<file path="config.mk">
export PLATFORM = sky130hd
export DESIGN_NAME = perfmon_regs
export DESIGN_NICKNAME = d
export VERILOG_FILES = /design/src/rtl/perfmon_pkg.sv /design/src/rtl/perfmon_decode.sv /design/src/rtl/perfmon_state.sv /design/src/rtl/perfmon_rdmux.sv /design/src/rtl/perfmon_regs.sv
export SDC_FILE = /design/constraint.sdc
export NUM_CORES = 1
export LEC_CHECK = 0
export BUFFER_PORTS_ARGS = -buffer_cell sky130_fd_sc_hd__buf_2
export CAP_MARGIN = 20
export CORE_AREA = 5 5 123 90
export DETAILED_ROUTE_END_ITERATION = 12
export DIE_AREA = 0 0 128 95
export PLACE_DENSITY = 0.71
export SLEW_MARGIN = 0
export SYNTH_ARGS = -nofsm -noshare
export SYNTH_HDL_FRONTEND = slang
export SYNTH_HIERARCHICAL = 1
export SYNTH_SLANG_ARGS = --single-unit
export TNS_END_PERCENT = 50
</file>
<file path="constraint.sdc">
create_clock -name clk -period 2.5 [get_ports clk]
set_input_delay 0.25 -clock clk [delete_from_list [all_inputs] [get_ports clk]]
set_output_delay 0.25 -clock clk [all_outputs]
set_load 0.02 [all_outputs]
</file>
<file path="src/rtl/perfmon_pkg.sv">
package perfmon_pkg;

    localparam logic [3:0] GRP_CTRL = 4'd12;
    localparam logic [3:0] GRP_CNT  = 4'd13;
    localparam logic [3:0] GRP_USR  = 4'd14;

    typedef enum logic [3:0] {
        RID_CTRL,
        RID_CEN_SET,
        RID_CEN_CLR,
        RID_OVF,
        RID_RAZ,
        RID_EVT,
        RID_USREN,
        RID_IEN_SET,
        RID_IEN_CLR,
        RID_BAD
    } reg_id_e;

endpackage

</file>
<file path="src/rtl/perfmon_decode.sv">
module perfmon_decode
    import perfmon_pkg::*;
(
    input  logic [3:0] grp,
    input  logic [2:0] sel,
    input  logic       wr,
    input  logic       user,
    input  logic       feat,
    input  logic       usr_en,
    output reg_id_e    rid,
    output logic       undef
);

    reg_id_e rid_raw;
    logic    user_ok;

    always_comb begin
        rid_raw = RID_BAD;
        unique case (grp)
            GRP_CTRL: begin
                unique case (sel)
                    3'd0:       rid_raw = RID_CTRL;
                    3'd1:       rid_raw = RID_CEN_SET;
                    3'd2:       rid_raw = RID_CEN_CLR;
                    3'd3:       rid_raw = RID_OVF;
                    3'd4, 3'd5: rid_raw = RID_RAZ;
                    default:    rid_raw = RID_BAD;
                endcase
            end
            GRP_CNT: begin
                unique case (sel)
                    3'd0, 3'd2: rid_raw = RID_RAZ;
                    3'd1:       rid_raw = RID_EVT;
                    default:    rid_raw = RID_BAD;
                endcase
            end
            GRP_USR: begin
                unique case (sel)
                    3'd0:    rid_raw = RID_USREN;
                    3'd1:    rid_raw = RID_IEN_SET;
                    3'd2:    rid_raw = RID_IEN_CLR;
                    default: rid_raw = RID_BAD;
                endcase
            end
            default: rid_raw = RID_BAD;
        endcase
        rid = feat ? rid_raw : RID_BAD;
    end

    // user-mode permission: counter groups follow the enable bit,
    // the enable bit itself is readable, everything else is refused
    always_comb begin
        if (grp == GRP_CTRL || grp == GRP_CNT) begin
            user_ok = usr_en;
        end else begin
            user_ok = (rid == RID_USREN) && !wr;
        end
        undef = (rid == RID_BAD) || (user && !user_ok);
    end

endmodule

</file>
<file path="src/rtl/perfmon_state.sv">
module perfmon_state
    import perfmon_pkg::*;
#(
    parameter int          DATA_W     = 32,
    parameter int          ID_TOP_W   = 8,
    parameter int          EVT_W      = 8,
    parameter logic [31:0] CTRL_WMASK = 32'h0000_0039
) (
    input  logic              clk,
    input  logic              rst_n,
    input  logic [DATA_W-1:0] cpu_id,
    input  logic              we,
    input  reg_id_e           rid,
    input  logic [DATA_W-1:0] wdata,
    output logic [DATA_W-1:0] ctrl_q,
    output logic [DATA_W-1:0] cnten_q,
    output logic [DATA_W-1:0] ovf_q,
    output logic [EVT_W-1:0]  evt_q,
    output logic              usren_q,
    output logic [DATA_W-1:0] inten_q
);

    localparam int          CC_BIT  = DATA_W - 1;
    localparam logic [DATA_W-1:0] CC_MASK = {1'b1, {(DATA_W-1){1'b0}}};
    localparam logic [DATA_W-1:0] ID_MASK = {{ID_TOP_W{1'b1}}, {(DATA_W-ID_TOP_W){1'b0}}};
    localparam logic [DATA_W-1:0] WMASK   = CTRL_WMASK[DATA_W-1:0];

    logic [DATA_W-1:0] cc_bit_d;

    assign cc_bit_d = wdata & CC_MASK;

    always_ff @(posedge clk) begin
        if (!rst_n) begin
            ctrl_q  <= cpu_id & ID_MASK;
            cnten_q <= '0;
            ovf_q   <= '0;
            evt_q   <= '0;
            usren_q <= 1'b0;
            inten_q <= '0;
        end else if (we) begin
            unique case (rid)
                RID_CTRL:    ctrl_q  <= (ctrl_q & ~WMASK) | (wdata & WMASK);
                RID_CEN_SET: cnten_q <= cnten_q | cc_bit_d;
                RID_CEN_CLR: cnten_q <= cnten_q & ~cc_bit_d;
                RID_OVF:     ovf_q   <= ovf_q & ~wdata;
                RID_EVT:     evt_q   <= wdata[EVT_W-1:0];
                RID_USREN:   usren_q <= wdata[0];
                RID_IEN_SET: inten_q <= inten_q | cc_bit_d;
                RID_IEN_CLR: inten_q <= inten_q & ~cc_bit_d;
                default: ;
            endcase
        end
    end

    // cycle-counter bit position is the top data bit
    if (CC_BIT != DATA_W - 1) begin : g_bad_cc
        initial $display("cycle counter bit outside data word");
    end

endmodule

</file>
<file path="src/rtl/perfmon_rdmux.sv">
module perfmon_rdmux
    import perfmon_pkg::*;
#(
    parameter int DATA_W = 32,
    parameter int EVT_W  = 8
) (
    input  reg_id_e           rid,
    input  logic [DATA_W-1:0] ctrl_q,
    input  logic [DATA_W-1:0] cnten_q,
    input  logic [DATA_W-1:0] ovf_q,
    input  logic [EVT_W-1:0]  evt_q,
    input  logic              usren_q,
    input  logic [DATA_W-1:0] inten_q,
    output logic [DATA_W-1:0] rdata
);

    always_comb begin
        rdata = '0;
        unique case (rid)
            RID_CTRL:                 rdata = ctrl_q;
            RID_CEN_SET, RID_CEN_CLR: rdata = cnten_q;
            RID_OVF:                  rdata = ovf_q;
            RID_EVT:                  rdata = {{(DATA_W-EVT_W){1'b0}}, evt_q};
            RID_USREN:                rdata = {{(DATA_W-1){1'b0}}, usren_q};
            RID_IEN_SET, RID_IEN_CLR: rdata = inten_q;
            default:                  rdata = '0;
        endcase
    end

endmodule

</file>
<file path="src/rtl/perfmon_regs.sv">
module perfmon_regs
    import perfmon_pkg::*;
#(
    parameter int          DATA_W     = 32,
    parameter int          ID_TOP_W   = 8,
    parameter int          EVT_W      = 8,
    parameter logic [31:0] CTRL_WMASK = 32'h0000_0039
) (
    input  logic              clk,
    input  logic              rst_n,
    input  logic [DATA_W-1:0] cpu_id,
    input  logic              feat_en,
    input  logic              req_valid,
    input  logic [3:0]        req_grp,
    input  logic [2:0]        req_sel,
    input  logic              req_wr,
    input  logic              req_user,
    input  logic [DATA_W-1:0] req_wdata,
    output logic [DATA_W-1:0] rsp_rdata,
    output logic              rsp_undef
);

    reg_id_e           rid;
    logic              dec_undef;
    logic              acc_ok;
    logic              acc_we;
    logic [DATA_W-1:0] mux_data;
    logic [DATA_W-1:0] ctrl_q;
    logic [DATA_W-1:0] cnten_q;
    logic [DATA_W-1:0] ovf_q;
    logic [EVT_W-1:0]  evt_q;
    logic              usren_q;
    logic [DATA_W-1:0] inten_q;

    perfmon_decode u_decode (
        .grp    (req_grp),
        .sel    (req_sel),
        .wr     (req_wr),
        .user   (req_user),
        .feat   (feat_en),
        .usr_en (usren_q),
        .rid    (rid),
        .undef  (dec_undef)
    );

    assign acc_ok = req_valid && !dec_undef;
    assign acc_we = acc_ok && req_wr;

    perfmon_state #(
        .DATA_W     (DATA_W),
        .ID_TOP_W   (ID_TOP_W),
        .EVT_W      (EVT_W),
        .CTRL_WMASK (CTRL_WMASK)
    ) u_state (
        .clk     (clk),
        .rst_n   (rst_n),
        .cpu_id  (cpu_id),
        .we      (acc_we),
        .rid     (rid),
        .wdata   (req_wdata),
        .ctrl_q  (ctrl_q),
        .cnten_q (cnten_q),
        .ovf_q   (ovf_q),
        .evt_q   (evt_q),
        .usren_q (usren_q),
        .inten_q (inten_q)
    );

    perfmon_rdmux #(
        .DATA_W (DATA_W),
        .EVT_W  (EVT_W)
    ) u_rdmux (
        .rid     (rid),
        .ctrl_q  (ctrl_q),
        .cnten_q (cnten_q),
        .ovf_q   (ovf_q),
        .evt_q   (evt_q),
        .usren_q (usren_q),
        .inten_q (inten_q),
        .rdata   (mux_data)
    );

    assign rsp_rdata = (acc_ok && !req_wr) ? mux_data : '0;
    assign rsp_undef = req_valid && dec_undef;

endmodule

</file>
==> results of run 1 <==
## cell usage in the layout, fill, tap and decap left out, types with 2 or more instances in the layout
| cell | netlist | layout |
|---|---|---|
| a22oi_2 | 0 | 2 |
| nand4b_1 | 2 | 2 |
| a31oi_1 | 7 | 7 |
| o221ai_1 | 7 | 6 |
| a21oi_2 | 11 | 11 |
| nor4bb_2 | 2 | 4 |
| inv_1 | 5 | 5 |
| clkbuf_16 | 0 | 5 |
| nor4bb_4 | 0 | 9 |
| buf_6 | 7 | 3 |
| xnor2_1 | 2 | 2 |
| nand2b_1 | 10 | 9 |
| o32a_1 | 2 | 2 |
| nor2_1 | 7 | 4 |
| a21oi_1 | 31 | 31 |
| nor2b_4 | 1 | 2 |
| buf_4 | 87 | 50 |
| o21ai_0 | 6 | 5 |
| dfxtp_1 | 47 | 47 |
| and4bb_2 | 20 | 20 |
| nand2_1 | 59 | 58 |
| nand3_1 | 3 | 3 |
| buf_2 | 13 | 73 |
| mux2i_1 | 15 | 15 |
| buf_12 | 0 | 4 |
| a22oi_1 | 62 | 60 |
| nor2_2 | 0 | 2 |
| nor3_1 | 2 | 2 |
| edfxtp_1 | 8 | 8 |
| o21ai_1 | 21 | 21 |
| nor2b_1 | 11 | 9 |
| and3_1 | 2 | 2 |
| conb_1 | 1 | 82 |
## layer usage
| metal | track usage | up-vias | wire (um) | share of wire |
|---|---|---|---|---|
| li1 | - | 1864 | - | - |
| met1 | 0.262 | 1776 | 5540 | 0.49 |
| met2 | 0.292 | 97 | 5160 | 0.46 |
| met3 | 0.0339 | 6 | 575 | 0.051 |
| met4 | 0.0256 | 0 | 33 | 0.0029 |
| met5 | 0 | - | 0 | 0 |
## cells in the mapped netlist, drive strengths merged, types with 2 or more instances
| master | n |
|---|---|
| and4bb | 20 |
| a22oi | 62 |
| and2 | 3 |
| buf | 107 |
| o32a | 2 |
| mux2i | 15 |
| a21oi | 42 |
| nor2b | 12 |
| a31oi | 7 |
| xnor2 | 2 |
| nand3 | 3 |
| clkbuf | 20 |
| nor3b | 2 |
| o221ai | 7 |
| nand4b | 2 |
| o21ai | 28 |
| nor4b | 2 |
| nand2b | 10 |
| nor4bb | 13 |
| dfxtp | 47 |
| nor3 | 3 |
| inv | 5 |
| nor2 | 7 |
| edfxtp | 8 |
| nand2 | 59 |
| and3 | 2 |
## repair_timing
item	in CTS	in global routing
pin swaps	0	9
resized for setup	4	27
setup buffers	0	4
endpoints found under the setup margin	30	23
## per-stage QoR
| stage | util | std cells | power [uW] | setup TNS (ns) | setup slack (ns) |
|---|---|---|---|---|---|
| after detailed placement | 0.488 | 717 | 1190 | -1.12 | -0.0750 |
| final | 0.519 | 729 | 1930 | 0 | 0.0450 |
| after global placement | 0.488 | 717 | 1180 | -0.155 | -0.0418 |
| after global routing | 0.519 | 729 | 2000 | -0.145 | -0.0415 |
| after CTS | 0.505 | 725 | 1930 | 0 | 0.0224 |
| after floorplan | - | 585 | 1180 | -1.26 | -0.0987 |
## sequential cells by signal, summed over array words and instances, names as in the netlist, named ones only
| signal | count |
|---|---|
| u_state/ctrl_q | 12 |
| u_state/evt_q | 8 |
| u_state/ovf_q | 32 |
| u_state/usren_q | 1 |
## report_power, final
part           leakage (uW)  internal, uW  switching, uW
Clock             0.0000731           402            340
Combinational       0.00158           115            158
Sequential         0.000455           907           3.41
Total               0.00211          1420            501
## kinds of logic after synthesis
family,Yosys count,share of synthesized area
mux,15,0.0350
simple gates,142,0.225
other cells,1,0.000875
buf+inv,132,0.209
flops,55,0.276
xor+xnor,2,0.00409
compound gates,157,0.251
## final cells by class
cell class | count | share of cell area
flip-flops and latches | 55 | 0.229
clock buffers | 6 | 0.0270
multi-input cells | 398 | 0.538
repair buffers | 131 | 0.167
well taps | 132 | 0.0321
inverters | 5 | 0.00364
clock inverters | 2 | 0.00316
## final timing paths
kind	slack, ns	endpoint	cells after the start
min	0.11	u_state/ovf_q[12]	2
min reg2reg	0.43	u_state/ovf_q[5]	2
max	0.05	rsp_rdata[27]	11
max reg2reg	0.39	u_state/ovf_q[9]	9
## critical path, stage by stage
cell      delay (ns)
buf_2           0.14
buf_4           0.14
a21oi_1         0.12
nor2_1          0.08
o21ai_2         0.23
nand2_2         0.10
or2_4           0.27
buf_4           0.19
o21ai_0         0.17
nor4bb_2        0.30
buf_2           0.21
==> flow_summary.json, run 1 <==
{
  "status": "completed",
  "grt_max_degree": 34,
  "antenna_found_initial": 0,
  "synth_edf_count": 8,
  "cp_data_arrival_time_ns": 2.20,
  "yosys_most_used_dff": "dfxtp_1",
  "nets": 673,
  "cap_violations": 0,
  "vias": 3743,
  "whs_ns": 0.114,
  "placed_cell_area_um2": 4840,
  "via_per_inst": 5.13,
  "worstSetupEndpointType": "primary output",
  "leakagePower_uw": 0.00211,
  "portBuffers": 85,
  "yosysWarnings": 6,
  "yosysUniqueCellTypes": 52,
  "fmax_ghz": 0.407,
  "ant_nets": 0,
  "ys_seq_elements": 55,
  "cts_tree": "done",
  "critical_path_required_ns": 2.25,
  "r2r_start": "u_state/usren_q",
  "clock_latency_ns": 0.30,
  "netlist_instances": 504,
  "postLayoutCellArea_um2": 5150,
  "syn-cell-area_um2": 4290,
  "antennaDiodeCount": 0,
  "min_period_ns": 2.45,
  "slew_violations": 0,
  "cts.hold.buffers_added": 0,
  "routed_wl_mm": 11.3,
  "fillers": 965,
  "setup_viol": 0,
  "synthTopCellsByArea": "dfxtp_1, buf_4, a22oi_1",
  "grt.overflow.total": 0,
  "slew-limit-headroom": 0.642,
  "vdd_drop_max_mv": 0.234,
  "rsz0062_at_grt": "true",
  "grt_pass1_vias": 3653,
  "async_flop_share": 0,
  "coreArea_um2": 9930,
  "min_from": "req_wdata[12]",
  "area_growth_pct": 20.2,
  "track_usage": 0.183,
  "skew_ns": 0.00426,
  "worstMarginPinSlew_ns": 0.537,
  "synth_top_area_share": 0.219,
  "drt_pass1_iterations": 5,
  "critical_path_class": "input port to primary output",
  "cts_made_buffers": 5,
  "gp_congestion": 0.874,
  "startpoint": "req_grp[1]",
  "die_y_um": 95,
  "grt_pass1_wl_mm": 18.0,
  "dp_hpwl_mm": 8.24,
  "wl_per_cell_um": 15.5,
  "timing.final.hold_violations": 0,
  "drc": 0,
  "multi_input_area_um2": 2770,
  "num_rows": 31,
  "synth.avg_cell_area_um2": 8.51,
  "min_period_over_period": 0.982,
  "yosysSeqAreaShare": 0.276,
  "cts_sinks": 55,
  "die_w_um": 128,
  "ios": 110,
  "startpoint_type": "input port",
  "p_per_area_nw_per_um2": 374,
  "cp_max_fo": 11,
  "ff_latch_area_um2": 1180,
  "yosysTopAreaCell": "dfxtp_1",
  "start_util": 0.432,
  "hold_class": "input port to flop",
  "drive_above_1_share": 0.352,
  "clkSlewWorstSetupHoldPaths_ns": 0.07,
  "h-tree-depth": 2,
  "clock_path_buffers": 2,
  "dieArea_um2": 12200,
  "cts_root_buffer": "clkbuf_16",
  "drt_iter0_drc": 198
}
Power figures use the tool's default switching activity.
==> run 2: changes to the inputs <==
- CELL_PAD_IN_SITES_DETAIL_PLACEMENT: not set -> 1
- CELL_PAD_IN_SITES_GLOBAL_PLACEMENT: not set -> 1
- CORE_AREA: 5 5 123 90 -> 5 5 137 100
- DIE_AREA: 0 0 128 95 -> 0 0 142 105
- PLACE_DENSITY: 0.71 -> not set
- PLACE_DENSITY_LB_ADDON: not set -> 0.1
==> flow_summary.json, run 2 (synthesized netlist as in run 1, its figures left out) <==
{
  "dpl_worst_slack_ns": -0.0903,
  "drive_above_1_share": 0.371,
  "grt_pass1_wl_mm": 20.6,
  "drt_iter0_drc": 149,
  "routed_wl_mm": 12.8,
  "hold_class": "input port to flop",
  "clock_path_buffers": 2,
  "grt.overflow.total": 0,
  "cp_data_arrival_time_ns": 2.25,
  "cts_made_buffers": 5,
  "die_w_um": 142,
  "cts_root_buffer": "clkbuf_16",
  "swShare": 0.266,
  "crit_top_cell": "buf_4",
  "area_growth_pct": 27.4,
  "reg2reg_depth": 10,
  "wl_per_cell_um": 16.7,
  "p_int_uw": 1440,
  "hold_end": "u_state/ovf_q[23]",
  "r2r_slack_ns": 0.24,
  "grt_pass1_vias": 3979,
  "antenna_found_initial": 0,
  "skew_ns": 0.00586,
  "startpoint_type": "input port",
  "ant_nets": 0,
  "gp_congestion": 0.767,
  "leakagePower_uw": 0.00221,
  "min_period_ns": 2.50,
  "start_util": 0.352,
  "drc": 0,
  "largest_register": "u_state/ovf_q",
  "fillers": 1475,
  "slew-limit-headroom": 0.635,
  "p_sw_uw": 523,
  "r2r_start": "u_state/usren_q",
  "violations": "setup timing",
  "cp_slowest_cell": "nor4_2",
  "status": "finished, violations left",
  "setup_viol": 1,
  "p_per_area_nw_per_um2": 360,
  "p_seq_frac": 0.463,
  "grt_max_degree": 36,
  "dp_hpwl_mm": 9.22,
  "coreArea_um2": 12200,
  "path_cells": "buf_6 -> buf_6 -> buf_6 -> xnor2_4 -> nor4_2 -> buf_4 -> buf_4 -> nor2_4 -> buf_4 -> a22oi_1 -> o21ai_1 -> and4bb_2 -> buf_4",
  "critical_path_class": "input port to primary output",
  "vias": 3777,
  "antennaDiodeCount": 0,
  "cp_max_fo": 8,
  "cap_violations": 0,
  "clock_latency_ns": 0.29,
  "cts_sinks": 55,
  "mostFrequentLayoutCells": "conb_1, nand2_1, buf_2, buf_4, a22oi_1",
  "min_period_over_period": 1.00,
  "rsz0062_at_grt": "true",
  "dieArea_um2": 14900,
  "cts.hold.buffers_added": 0,
  "timing.final.hold_violations": 0,
  "r2r_end": "u_state/ovf_q[9]",
  "critical_path_required_ns": 2.25,
  "fmax_ghz": 0.400,
  "die_y_um": 105,
  "nets": 682,
  "whs_path_depth": 2,
  "via_per_inst": 4.92,
  "track_usage": 0.169,
  "worstSetupEndpointType": "primary output",
  "num_rows": 34,
  "final_cells": 768,
  "portBuffers": 85,
  "clkSlewWorstSetupHoldPaths_ns": 0.08,
  "combPwrFrac": 0.153,
  "worstMarginPinSlew_ns": 0.548,
  "slew_violations": 0,
  "p_clk_frac": 0.384,
  "min_from": "req_wdata[23]",
  "top_regs": "u_state/ovf_q: 32 flops, u_state/ctrl_q: 12 flops, u_state/evt_q: 8 flops",
  "largest_register_ffs": 32,
  "vdd_drop_max_mv": 0.338,
  "h-tree-depth": 2,
  "drt_pass1_iterations": 6,
  "cts_tree": "done",
  "ios": 110,
  "final_common_cell": "conb_1",
  "dp_cells": 754,
  "worst_slack_ns": -0.00252,
  "cp_slowest_stage_delay_ns": 0.25
}
run 2: cell types whose count changed in the layout (fill, tap and decap cells not counted), sizes merged:
cell    previous run  this run
buf              130       138
clkbuf             7         8
run 2: timing repair:
item,CTS,global route
endpoints found under the setup margin,18,31
gates cloned,0,1
buffers inserted,1,4
gates resized for setup,10,71
pin swaps,1,29
run 2: cell type report:
type | instances | area, um^2 | share of cell area
Clock buffer | 6 | 139 | 0.0254
Clock inverter | 2 | 16.3 | 0.00298
Inverter | 5 | 18.8 | 0.00344
Multi-Input combinational cell | 398 | 2830 | 0.518
Sequential cell | 55 | 1180 | 0.216
Tap cell | 162 | 203 | 0.0371
Timing Repair Buffer | 140 | 1080 | 0.197
run 2: critical path, delay by kind of cell:
kind | cells | cell delay (ns)
simple gates | 3 | 0.55
xor+xnor | 1 | 0.12
compound gates | 2 | 0.28
buf+inv | 7 | 1.07
run 2: routing by layer:
metal / part of all wire / wire [um] / track usage / vias up
met5: 0 / 0 / 0 / -
met4: 0.0036 / 46 / 0.0185 / 0
met3: 0.041 / 521 / 0.0347 / 5
met2: 0.47 / 6080 / 0.278 / 68
met1: 0.48 / 6180 / 0.236 / 1822
li1: - / - / - / 1882
run 2: through the flow:
stage	setup TNS (ns)	total power, uW	util	hold slack (ns)	area (um^2)
after detailed placement	-1.66	1200	0.409	0.425	4970
after global routing	-1.30	2060	0.449	0.108	5460
after global placement	-0.907	1200	0.409	0.420	4970
final	-0.00252	1970	0.449	0.111	5460
after floorplan	-1.26	1180	-	0.328	4760
after CTS	-0.0664	1960	0.424	0.103	5160
run 2: power by group through the flow:
| stage | combinational (uW) | clock [uW] | sequential [uW] |
|---|---|---|---|
| detailed placement | 272 | 0 | 932 |
| CTS | 275 | 777 | 911 |
| finish | 301 | 754 | 911 |
| global route | 334 | 809 | 912 |
| floorplan | 252 | 0 | 930 |
| global placement | 268 | 0 | 931 |
run 2: worst max path at each step:
stage / cells after the start / slack, ns / start / end
global route: 13 / -0.09 / req_sel[1] / rsp_rdata[31]
global placement: 12 / -0.08 / req_sel[1] / rsp_rdata[30]
floorplan: 9 / -0.1 / feat_en / rsp_rdata[25]
finish: 13 / -0.003 / req_sel[1] / rsp_rdata[31]
CTS: 12 / -0.02 / req_sel[1] / rsp_rdata[28]
detailed placement: 12 / -0.09 / req_sel[1] / rsp_rdata[12]
